File: config.mk
export PLATFORM = sky130hd
export DESIGN_NAME = err_report_regs
export DESIGN_NICKNAME = d
export VERILOG_FILES = /design/src/rtl/errrep_pkg.sv /design/src/rtl/errrep_status_bank.sv /design/src/rtl/errrep_cfg_reg.sv /design/src/rtl/errrep_first_log.sv /design/src/rtl/errrep_msg_gen.sv /design/src/rtl/err_report_regs.sv
export SDC_FILE = /design/constraint.sdc
export NUM_CORES = 1
export LEC_CHECK = 0
export BUFFER_PORTS_ARGS = -buffer_cell sky130_fd_sc_hd__buf_4
export CAP_MARGIN = 40
export CORE_MARGIN = 5
export CORE_UTILIZATION = 50
export CTS_CLUSTER_DIAMETER = 120
export DETAILED_ROUTE_END_ITERATION = 8
export GPL_ROUTABILITY_DRIVEN = 0
export PLACE_DENSITY_LB_ADDON = 0.15
export SLEW_MARGIN = 20
export SYNTH_ARGS = -nofsm -noshare
export SYNTH_HDL_FRONTEND = slang
export SYNTH_SLANG_ARGS = --single-unit
File: constraint.sdc
create_clock -name clk -period 4.8 [get_ports clk]
set_input_delay 0.24 -clock clk [delete_from_list [all_inputs] [get_ports clk]]
set_output_delay 0.24 -clock clk [all_outputs]
set_load 0.05 [all_outputs]
File: src/rtl/errrep_pkg.sv
package errrep_pkg;
  localparam int REG_W = 32;
  localparam int PTR_W = 5;

  // DWORD indices of the register structure
  localparam int IDX_HDR  = 0;
  localparam int IDX_UST  = 1;
  localparam int IDX_UMSK = 2;
  localparam int IDX_USEV = 3;
  localparam int IDX_CST  = 4;
  localparam int IDX_CMSK = 5;
  localparam int IDX_CTL  = 6;
  localparam int IDX_LOG0 = 7;

  // control register field positions
  localparam int CTL_GEN_CAP = 5;
  localparam int CTL_GEN_EN  = 6;
  localparam int CTL_CHK_CAP = 7;
  localparam int CTL_CHK_EN  = 8;

  localparam logic [REG_W-1:0] UNC_IMPL_DEF = 32'h003F_F030;
  localparam logic [REG_W-1:0] COR_IMPL_DEF = 32'h0000_31C1;
  localparam logic [REG_W-1:0] UNC_SEV_DEF  = 32'h0006_2030;

  function automatic logic [PTR_W-1:0] lowest_set(input logic [REG_W-1:0] v);
    lowest_set = '0;
    for (int i = REG_W - 1; i >= 0; i--) begin
      if (v[i]) lowest_set = PTR_W'(i);
    end
  endfunction
endpackage

File: src/rtl/errrep_status_bank.sv
// Sticky event-set, write-one-to-clear status register.
module errrep_status_bank #(
  parameter int          W    = 32,
  parameter logic [W-1:0] IMPL = '1
) (
  input  logic         clk,
  input  logic         rst,
  input  logic [W-1:0] evt_i,
  input  logic         clr_we_i,
  input  logic [W-1:0] clr_data_i,
  output logic [W-1:0] stat_o,
  output logic [W-1:0] cleared_o
);
  logic [W-1:0] stat_q;
  logic [W-1:0] set_v;
  logic [W-1:0] clr_v;

  assign set_v     = evt_i & IMPL;
  assign clr_v     = clr_we_i ? (clr_data_i & IMPL) : '0;
  // a bit that is really dropped this cycle (set wins over clear)
  assign cleared_o = stat_q & clr_v & ~set_v;

  always_ff @(posedge clk) begin
    if (rst) stat_q <= '0;
    else     stat_q <= (stat_q & ~clr_v) | set_v;
  end

  assign stat_o = stat_q;
endmodule

File: src/rtl/errrep_cfg_reg.sv
// Plain read/write configuration register limited to implemented bits.
module errrep_cfg_reg #(
  parameter int           W       = 32,
  parameter logic [W-1:0] IMPL    = '1,
  parameter logic [W-1:0] RST_VAL = '0
) (
  input  logic         clk,
  input  logic         rst,
  input  logic         we_i,
  input  logic [W-1:0] wdata_i,
  output logic [W-1:0] q_o
);
  always_ff @(posedge clk) begin
    if (rst)       q_o <= RST_VAL & IMPL;
    else if (we_i) q_o <= wdata_i & IMPL;
  end
endmodule

File: src/rtl/errrep_first_log.sv
// First-error pointer and header capture, re-armed by clearing the named status bit.
module errrep_first_log
  import errrep_pkg::*;
#(
  parameter int HDR_DW = 4
) (
  input  logic                    clk,
  input  logic                    rst,
  input  logic [REG_W-1:0]        cand_i,
  input  logic [REG_W-1:0]        cleared_i,
  input  logic [HDR_DW*REG_W-1:0] hdr_i,
  output logic [PTR_W-1:0]        ptr_o,
  output logic [HDR_DW*REG_W-1:0] log_o,
  output logic                    valid_o,
  output logic                    rearm_o
);
  logic [HDR_DW-1:0][REG_W-1:0] log_q;
  logic [PTR_W-1:0]             ptr_q;
  logic                         valid_q;
  logic                         armed;
  logic                         capture;

  assign rearm_o = valid_q & cleared_i[ptr_q];
  assign armed   = ~valid_q | rearm_o;
  assign capture = armed & (|cand_i);

  always_ff @(posedge clk) begin
    if (rst) begin
      valid_q <= 1'b0;
      ptr_q   <= '0;
      log_q   <= '0;
    end else if (capture) begin
      valid_q <= 1'b1;
      ptr_q   <= lowest_set(cand_i);
      log_q   <= hdr_i;
    end else if (rearm_o) begin
      valid_q <= 1'b0;
    end
  end

  assign ptr_o   = ptr_q;
  assign log_o   = log_q;
  assign valid_o = valid_q;
endmodule

File: src/rtl/errrep_msg_gen.sv
// Registered one-cycle message requests per error class.
module errrep_msg_gen
  import errrep_pkg::*;
#(
  parameter logic [REG_W-1:0] UNC_IMPL = UNC_IMPL_DEF,
  parameter logic [REG_W-1:0] COR_IMPL = COR_IMPL_DEF
) (
  input  logic             clk,
  input  logic             rst,
  input  logic [REG_W-1:0] unc_evt_i,
  input  logic [REG_W-1:0] unc_mask_i,
  input  logic [REG_W-1:0] unc_sev_i,
  input  logic [REG_W-1:0] cor_evt_i,
  input  logic [REG_W-1:0] cor_mask_i,
  output logic             msg_cor_o,
  output logic             msg_nonfatal_o,
  output logic             msg_fatal_o
);
  logic [REG_W-1:0] unc_live;
  logic [REG_W-1:0] cor_live;

  assign unc_live = unc_evt_i & UNC_IMPL & ~unc_mask_i;
  assign cor_live = cor_evt_i & COR_IMPL & ~cor_mask_i;

  always_ff @(posedge clk) begin
    if (rst) begin
      msg_cor_o      <= 1'b0;
      msg_nonfatal_o <= 1'b0;
      msg_fatal_o    <= 1'b0;
    end else begin
      msg_cor_o      <= |cor_live;
      msg_nonfatal_o <= |(unc_live & ~unc_sev_i);
      msg_fatal_o    <= |(unc_live & unc_sev_i);
    end
  end
endmodule

File: src/rtl/err_report_regs.sv
module err_report_regs
  import errrep_pkg::*;
#(
  parameter int               OFS_W        = 8,
  parameter int               HDR_DW       = 4,
  parameter logic [REG_W-1:0] UNC_IMPL     = UNC_IMPL_DEF,
  parameter logic [REG_W-1:0] COR_IMPL     = COR_IMPL_DEF,
  parameter logic [REG_W-1:0] UNC_SEV_RST  = UNC_SEV_DEF,
  parameter logic [15:0]      CAP_ID       = 16'h0001,
  parameter logic [3:0]       CAP_VER      = 4'h2,
  parameter logic [11:0]      NEXT_OFS     = 12'h000,
  parameter bit               ECRC_GEN_CAP = 1'b1,
  parameter bit               ECRC_CHK_CAP = 1'b1
) (
  input  logic                    clk,
  input  logic                    rst,
  input  logic [REG_W-1:0]        unc_err_i,
  input  logic [REG_W-1:0]        cor_err_i,
  input  logic [HDR_DW*REG_W-1:0] err_hdr_i,
  input  logic                    reg_wr_i,
  input  logic                    reg_rd_i,
  input  logic [OFS_W-1:0]        reg_ofs_i,
  input  logic [REG_W-1:0]        reg_wdata_i,
  output logic [REG_W-1:0]        reg_rdata_o,
  output logic                    msg_cor_o,
  output logic                    msg_nonfatal_o,
  output logic                    msg_fatal_o,
  output logic                    ecrc_gen_en_o,
  output logic                    ecrc_chk_en_o
);
  localparam int IDX_W = OFS_W - 2;

  logic [IDX_W-1:0]        widx;
  logic                    unused_lsb;
  logic [REG_W-1:0]        unc_stat, unc_cleared, unc_mask, unc_sev;
  logic [REG_W-1:0]        cor_stat, cor_cleared_unused, cor_mask;
  logic [PTR_W-1:0]        fep;
  logic [HDR_DW*REG_W-1:0] hdr_log;
  logic                    log_valid;
  logic                    rearm;
  logic                    gen_en_q, chk_en_q;
  logic [REG_W-1:0]        ctl_word;
  logic [REG_W-1:0]        rd_mux;

  assign widx       = reg_ofs_i[OFS_W-1:2];
  assign unused_lsb = ^reg_ofs_i[1:0];

  function automatic logic wr_at(input int idx);
    return reg_wr_i && (widx == IDX_W'(idx));
  endfunction

  errrep_status_bank #(.W(REG_W), .IMPL(UNC_IMPL)) u_unc_stat (
    .clk(clk), .rst(rst), .evt_i(unc_err_i),
    .clr_we_i(wr_at(IDX_UST)), .clr_data_i(reg_wdata_i),
    .stat_o(unc_stat), .cleared_o(unc_cleared)
  );

  errrep_status_bank #(.W(REG_W), .IMPL(COR_IMPL)) u_cor_stat (
    .clk(clk), .rst(rst), .evt_i(cor_err_i),
    .clr_we_i(wr_at(IDX_CST)), .clr_data_i(reg_wdata_i),
    .stat_o(cor_stat), .cleared_o(cor_cleared_unused)
  );

  errrep_cfg_reg #(.W(REG_W), .IMPL(UNC_IMPL), .RST_VAL('0)) u_unc_mask (
    .clk(clk), .rst(rst), .we_i(wr_at(IDX_UMSK)), .wdata_i(reg_wdata_i), .q_o(unc_mask)
  );

  errrep_cfg_reg #(.W(REG_W), .IMPL(UNC_IMPL), .RST_VAL(UNC_SEV_RST)) u_unc_sev (
    .clk(clk), .rst(rst), .we_i(wr_at(IDX_USEV)), .wdata_i(reg_wdata_i), .q_o(unc_sev)
  );

  errrep_cfg_reg #(.W(REG_W), .IMPL(COR_IMPL), .RST_VAL('0)) u_cor_mask (
    .clk(clk), .rst(rst), .we_i(wr_at(IDX_CMSK)), .wdata_i(reg_wdata_i), .q_o(cor_mask)
  );

  errrep_first_log #(.HDR_DW(HDR_DW)) u_first (
    .clk(clk), .rst(rst),
    .cand_i(unc_err_i & UNC_IMPL & ~unc_mask),
    .cleared_i(unc_cleared), .hdr_i(err_hdr_i),
    .ptr_o(fep), .log_o(hdr_log), .valid_o(log_valid), .rearm_o(rearm)
  );

  errrep_msg_gen #(.UNC_IMPL(UNC_IMPL), .COR_IMPL(COR_IMPL)) u_msg (
    .clk(clk), .rst(rst),
    .unc_evt_i(unc_err_i), .unc_mask_i(unc_mask), .unc_sev_i(unc_sev),
    .cor_evt_i(cor_err_i), .cor_mask_i(cor_mask),
    .msg_cor_o(msg_cor_o), .msg_nonfatal_o(msg_nonfatal_o), .msg_fatal_o(msg_fatal_o)
  );

  // CRC enables: writable only where the capability is present
  always_ff @(posedge clk) begin
    if (rst) begin
      gen_en_q <= 1'b0;
      chk_en_q <= 1'b0;
    end else if (wr_at(IDX_CTL)) begin
      gen_en_q <= ECRC_GEN_CAP & reg_wdata_i[CTL_GEN_EN];
      chk_en_q <= ECRC_CHK_CAP & reg_wdata_i[CTL_CHK_EN];
    end
  end

  assign ecrc_gen_en_o = gen_en_q;
  assign ecrc_chk_en_o = chk_en_q;

  always_comb begin
    ctl_word              = '0;
    ctl_word[PTR_W-1:0]   = fep;
    ctl_word[CTL_GEN_CAP] = ECRC_GEN_CAP;
    ctl_word[CTL_GEN_EN]  = gen_en_q;
    ctl_word[CTL_CHK_CAP] = ECRC_CHK_CAP;
    ctl_word[CTL_CHK_EN]  = chk_en_q;
  end

  always_comb begin
    rd_mux = '0;
    case (widx)
      IDX_W'(IDX_HDR):  rd_mux = {NEXT_OFS, CAP_VER, CAP_ID};
      IDX_W'(IDX_UST):  rd_mux = unc_stat;
      IDX_W'(IDX_UMSK): rd_mux = unc_mask;
      IDX_W'(IDX_USEV): rd_mux = unc_sev;
      IDX_W'(IDX_CST):  rd_mux = cor_stat;
      IDX_W'(IDX_CMSK): rd_mux = cor_mask;
      IDX_W'(IDX_CTL):  rd_mux = ctl_word;
      default:          rd_mux = '0;
    endcase
    for (int k = 0; k < HDR_DW; k++) begin
      if (widx == IDX_W'(IDX_LOG0 + k)) rd_mux = hdr_log[k*REG_W +: REG_W];
    end
  end

  always_ff @(posedge clk) begin
    if (rst)           reg_rdata_o <= '0;
    else if (reg_rd_i) reg_rdata_o <= rd_mux;
  end
endmodule

==> metrics.yaml <==
hp-class: "input port to flop"
maxCapViolCount: 0
clock-root-buffer: "clkbuf_16"
tightest_slew_ns: 0.881
max_freq_ghz: 0.314
netlist_instances: 1163
totalWireLength_um: 30800
postSynthAreaPerCell_um2: 9.18
hold_buffers: 105
critPathMaxFanout: 39
grt_max_degree: 146
cp_slowest_stage_delay_ns: 0.70
start_util_pct: 50.8
cts_buffers: 24
grt_setup_unrepaired: "no"
required_ns: 5.23
drive_gt1_share_pct: 19.8
period_share_pct: 66.4
fin_tns_setup_ns: 0
dieArea_um2: 24400
synth-seq-cells: 219
grt_use_total_pct: 24.2
leakagePower_nw: 6.12
cts_resized: 0
cp_cell_sequence: "a41oi_1, o21a_1, o32ai_1, a21o_4, buf_4, mux2i_1"
whs_ns: 0.00553
yosysUniqueCellTypes: 52
max-vdd-ir-drop_v: 0.000279
diodes: 0
cts_buffer_depth: 3
nets: 1666
first_pass_iters: 5
synth_edf_count: 0
grt_use_met2_pct: 38.7
ys_seq_area_share_pct: 41.1
grtUsageMet3_pct: 3.72
grt_overflow: 0
port_buffers: 208
critPathLaunchType: "flop"
critPathBufInv: 1
setup_viol_count_final: 0
die_width_um: 156
hold_viol: 0
clkTransAtPathRegs_ns: 0.06
antenna_found_initial: 0
cts.sink_count: 219
vias_per_cell: 5.43
worst-setup-path-type: "flop to flop"
fp.dieH_um: 156
dpl.hpwl_um: 20200
dpl-instance-area_um2: 12300
initialDrtViolationCount: 784
final_max_slew_viol_count: 0
io_pins: 273
rows: 53
synth-main-ff-cell: "dfxtp_1"
cts_tree: "yes"
clock_skew_ns: 0.00877
fin_area_um2: 14300
grt_pass1_vias: 9094
cp_top_family: "compound AO/OA/AOI/OAI gates"
clock_latency_ns: 0.51
avgRoutedWirePerCell_um: 17.9
cp.arrival_ns: 3.62
syn_nets: 1399
htree_levels: 1
postRouteAntennaNets: 0
syn2layout_area_growth_pct: 33.5
synthArstFlopShare_pct: 0
syn_area_um2: 10700
period_minus_slack_ns: 3.19
ys.warnings.count: 0
cellPowerDensity_nw_per_um2: 319
busiest_layer: "met2"
core_area_um2: 21000
postCtsSetupBuffers: 0
relSlewSlack_pct: 40.8
drc_errors: 0
worst_path_max_delay_cell: "dfxtp_1"
run_status: "completed"
grt_first_pass_wirelength_um: 48300
use_met1_pct: 33.9
endpoint_kind: "flop"
vias: 9343
[through the flow]
| stage | std cells | setup WS (ns) | util, % | power (mW) |
|---|---|---|---|---|
| after global placement | 1569 | 1.66 | 58.4 | 2.52 |
| final | 1722 | 1.61 | 67.8 | 4.54 |
| after global routing | 1722 | 1.45 | 67.8 | 4.71 |
| after CTS | 1720 | 1.64 | 67.6 | 4.57 |
| after detailed placement | 1572 | 1.66 | 58.6 | 2.53 |
| after floorplan | 1163 | 2.69 | - | 2.32 |
[power breakdown]
part           internal (mW)  switching, mW
clock                   1.22          0.749
sequential              1.91         0.0577
combinational          0.316          0.285
[flip-flops by register name, indices dropped and copies added, names as in the netlist, 5 cells and up]
register / cells
u_first.log_o: 128
reg_rdata_o: 32
u_unc_mask.q_o: 12
u_unc_sev.q_o: 12
u_unc_stat.stat_o: 12
u_cor_mask.q_o: 6
u_cor_stat.stat_o: 6
u_first.ptr_o: 5
[tightest hold or removal path, cell delays in order]
cell      delay, ns
buf_4          0.11
nand2b_1       0.06
mux2i_1        0.06
[final timing paths]
kind	start	end	slack, ns	depth (start not counted)
worst max-delay path	u_first.ptr_o[0]$_SDFFE_PP0P_	u_first.log_o[14]$_SDFFE_PP0P_	1.61	6
worst min-delay path	err_hdr_i[33]	u_first.log_o[33]$_SDFFE_PP0P_	0.006	3
worst max register to register	u_first.ptr_o[0]$_SDFFE_PP0P_	u_first.log_o[14]$_SDFFE_PP0P_	1.61	6
worst min register to register	reg_rdata_o[0]$_SDFFE_PP0P_	reg_rdata_o[0]$_SDFFE_PP0P_	0.47	2
[synthesized netlist by cell type (2+ instances only)]
| master | number | area [µm²] |
|---|---|---|
| a221oi_1 | 10 | 87.6 |
| inv_1 | 16 | 60.1 |
| and3_1 | 6 | 37.5 |
| o21ai_0 | 11 | 55.1 |
| a22o_1 | 16 | 140 |
| buf_2 | 4 | 20.0 |
| a311oi_1 | 25 | 219 |
| a21oi_1 | 45 | 225 |
| o211ai_1 | 3 | 22.5 |
| mux2_2 | 13 | 146 |
| o2bb2ai_1 | 2 | 17.5 |
| buf_1 | 2 | 7.51 |
| a222oi_1 | 23 | 230 |
| clkbuf_1 | 69 | 259 |
| nand2b_1 | 271 | 1700 |
| a31oi_1 | 10 | 62.6 |
| nand4_1 | 3 | 18.8 |
| nor3_1 | 2 | 10.0 |
| nor2_1 | 105 | 394 |
| mux2i_1 | 162 | 1620 |
| o22ai_1 | 7 | 43.8 |
| a211oi_1 | 5 | 37.5 |
| nand2_1 | 55 | 206 |
| nand3b_1 | 2 | 15.0 |
| a211o_1 | 5 | 43.8 |
| nand4bb_1 | 4 | 45.0 |
| nor2b_1 | 14 | 87.6 |
| nand3_1 | 11 | 55.1 |
| a22oi_1 | 3 | 22.5 |
| dfxtp_1 | 219 | 4380 |
| buf_6 | 14 | 158 |
| nand4b_1 | 5 | 43.8 |
| o21a_1 | 2 | 15.0 |
[cell usage in the layout, fill, tap and decap left out, drive strengths merged, types with 4 or more instances in the layout]
master / count
o21ai: 11
nand4bb: 4
o22ai: 7
clkinv: 9
nand3: 11
a221oi: 10
inv: 16
and3: 6
a21oi: 45
bufinv: 4
dlygate4sd3: 106
a31oi: 10
dfxtp: 219
a211oi: 5
a211o: 5
buf: 224
mux2: 13
a22o: 16
nor2: 105
mux2i: 162
nand2b: 271
nor2b: 14
a222oi: 23
nand2: 55
nand4b: 5
clkbuf: 30
a311oi: 25
[logic make-up after synthesis]
| family | count (synthesis) | share of synthesized area [%] |
|---|---|---|
| muxes | 176 | 16.8 |
| DFF | 219 | 41.1 |
| AOI/OAI and AO/OA | 177 | 12.3 |
| buffers and inverters | 106 | 4.76 |
| and+or+nand+nor | 485 | 25.1 |
[layout make-up]
| class | instances | area [µm²] |
|---|---|---|
| Fill cell | 1671 | 6770 |
| Multi-Input combinational cell | 838 | 5800 |
| Sequential cell | 219 | 4380 |
| Timing Repair Buffer | 330 | 2810 |
| Clock buffer | 30 | 684 |
| Tap cell | 275 | 344 |
| Clock inverter | 13 | 168 |
| Inverter | 17 | 63.8 |
[layer usage]
layer | part of all wire [%] | up-vias
li1 | - | 4595
met1 | 45 | 4386
met2 | 46 | 306
met3 | 6.6 | 56
met4 | 2.8 | 0
met5 | 0 | -
(Power assumes the default switching activity.)
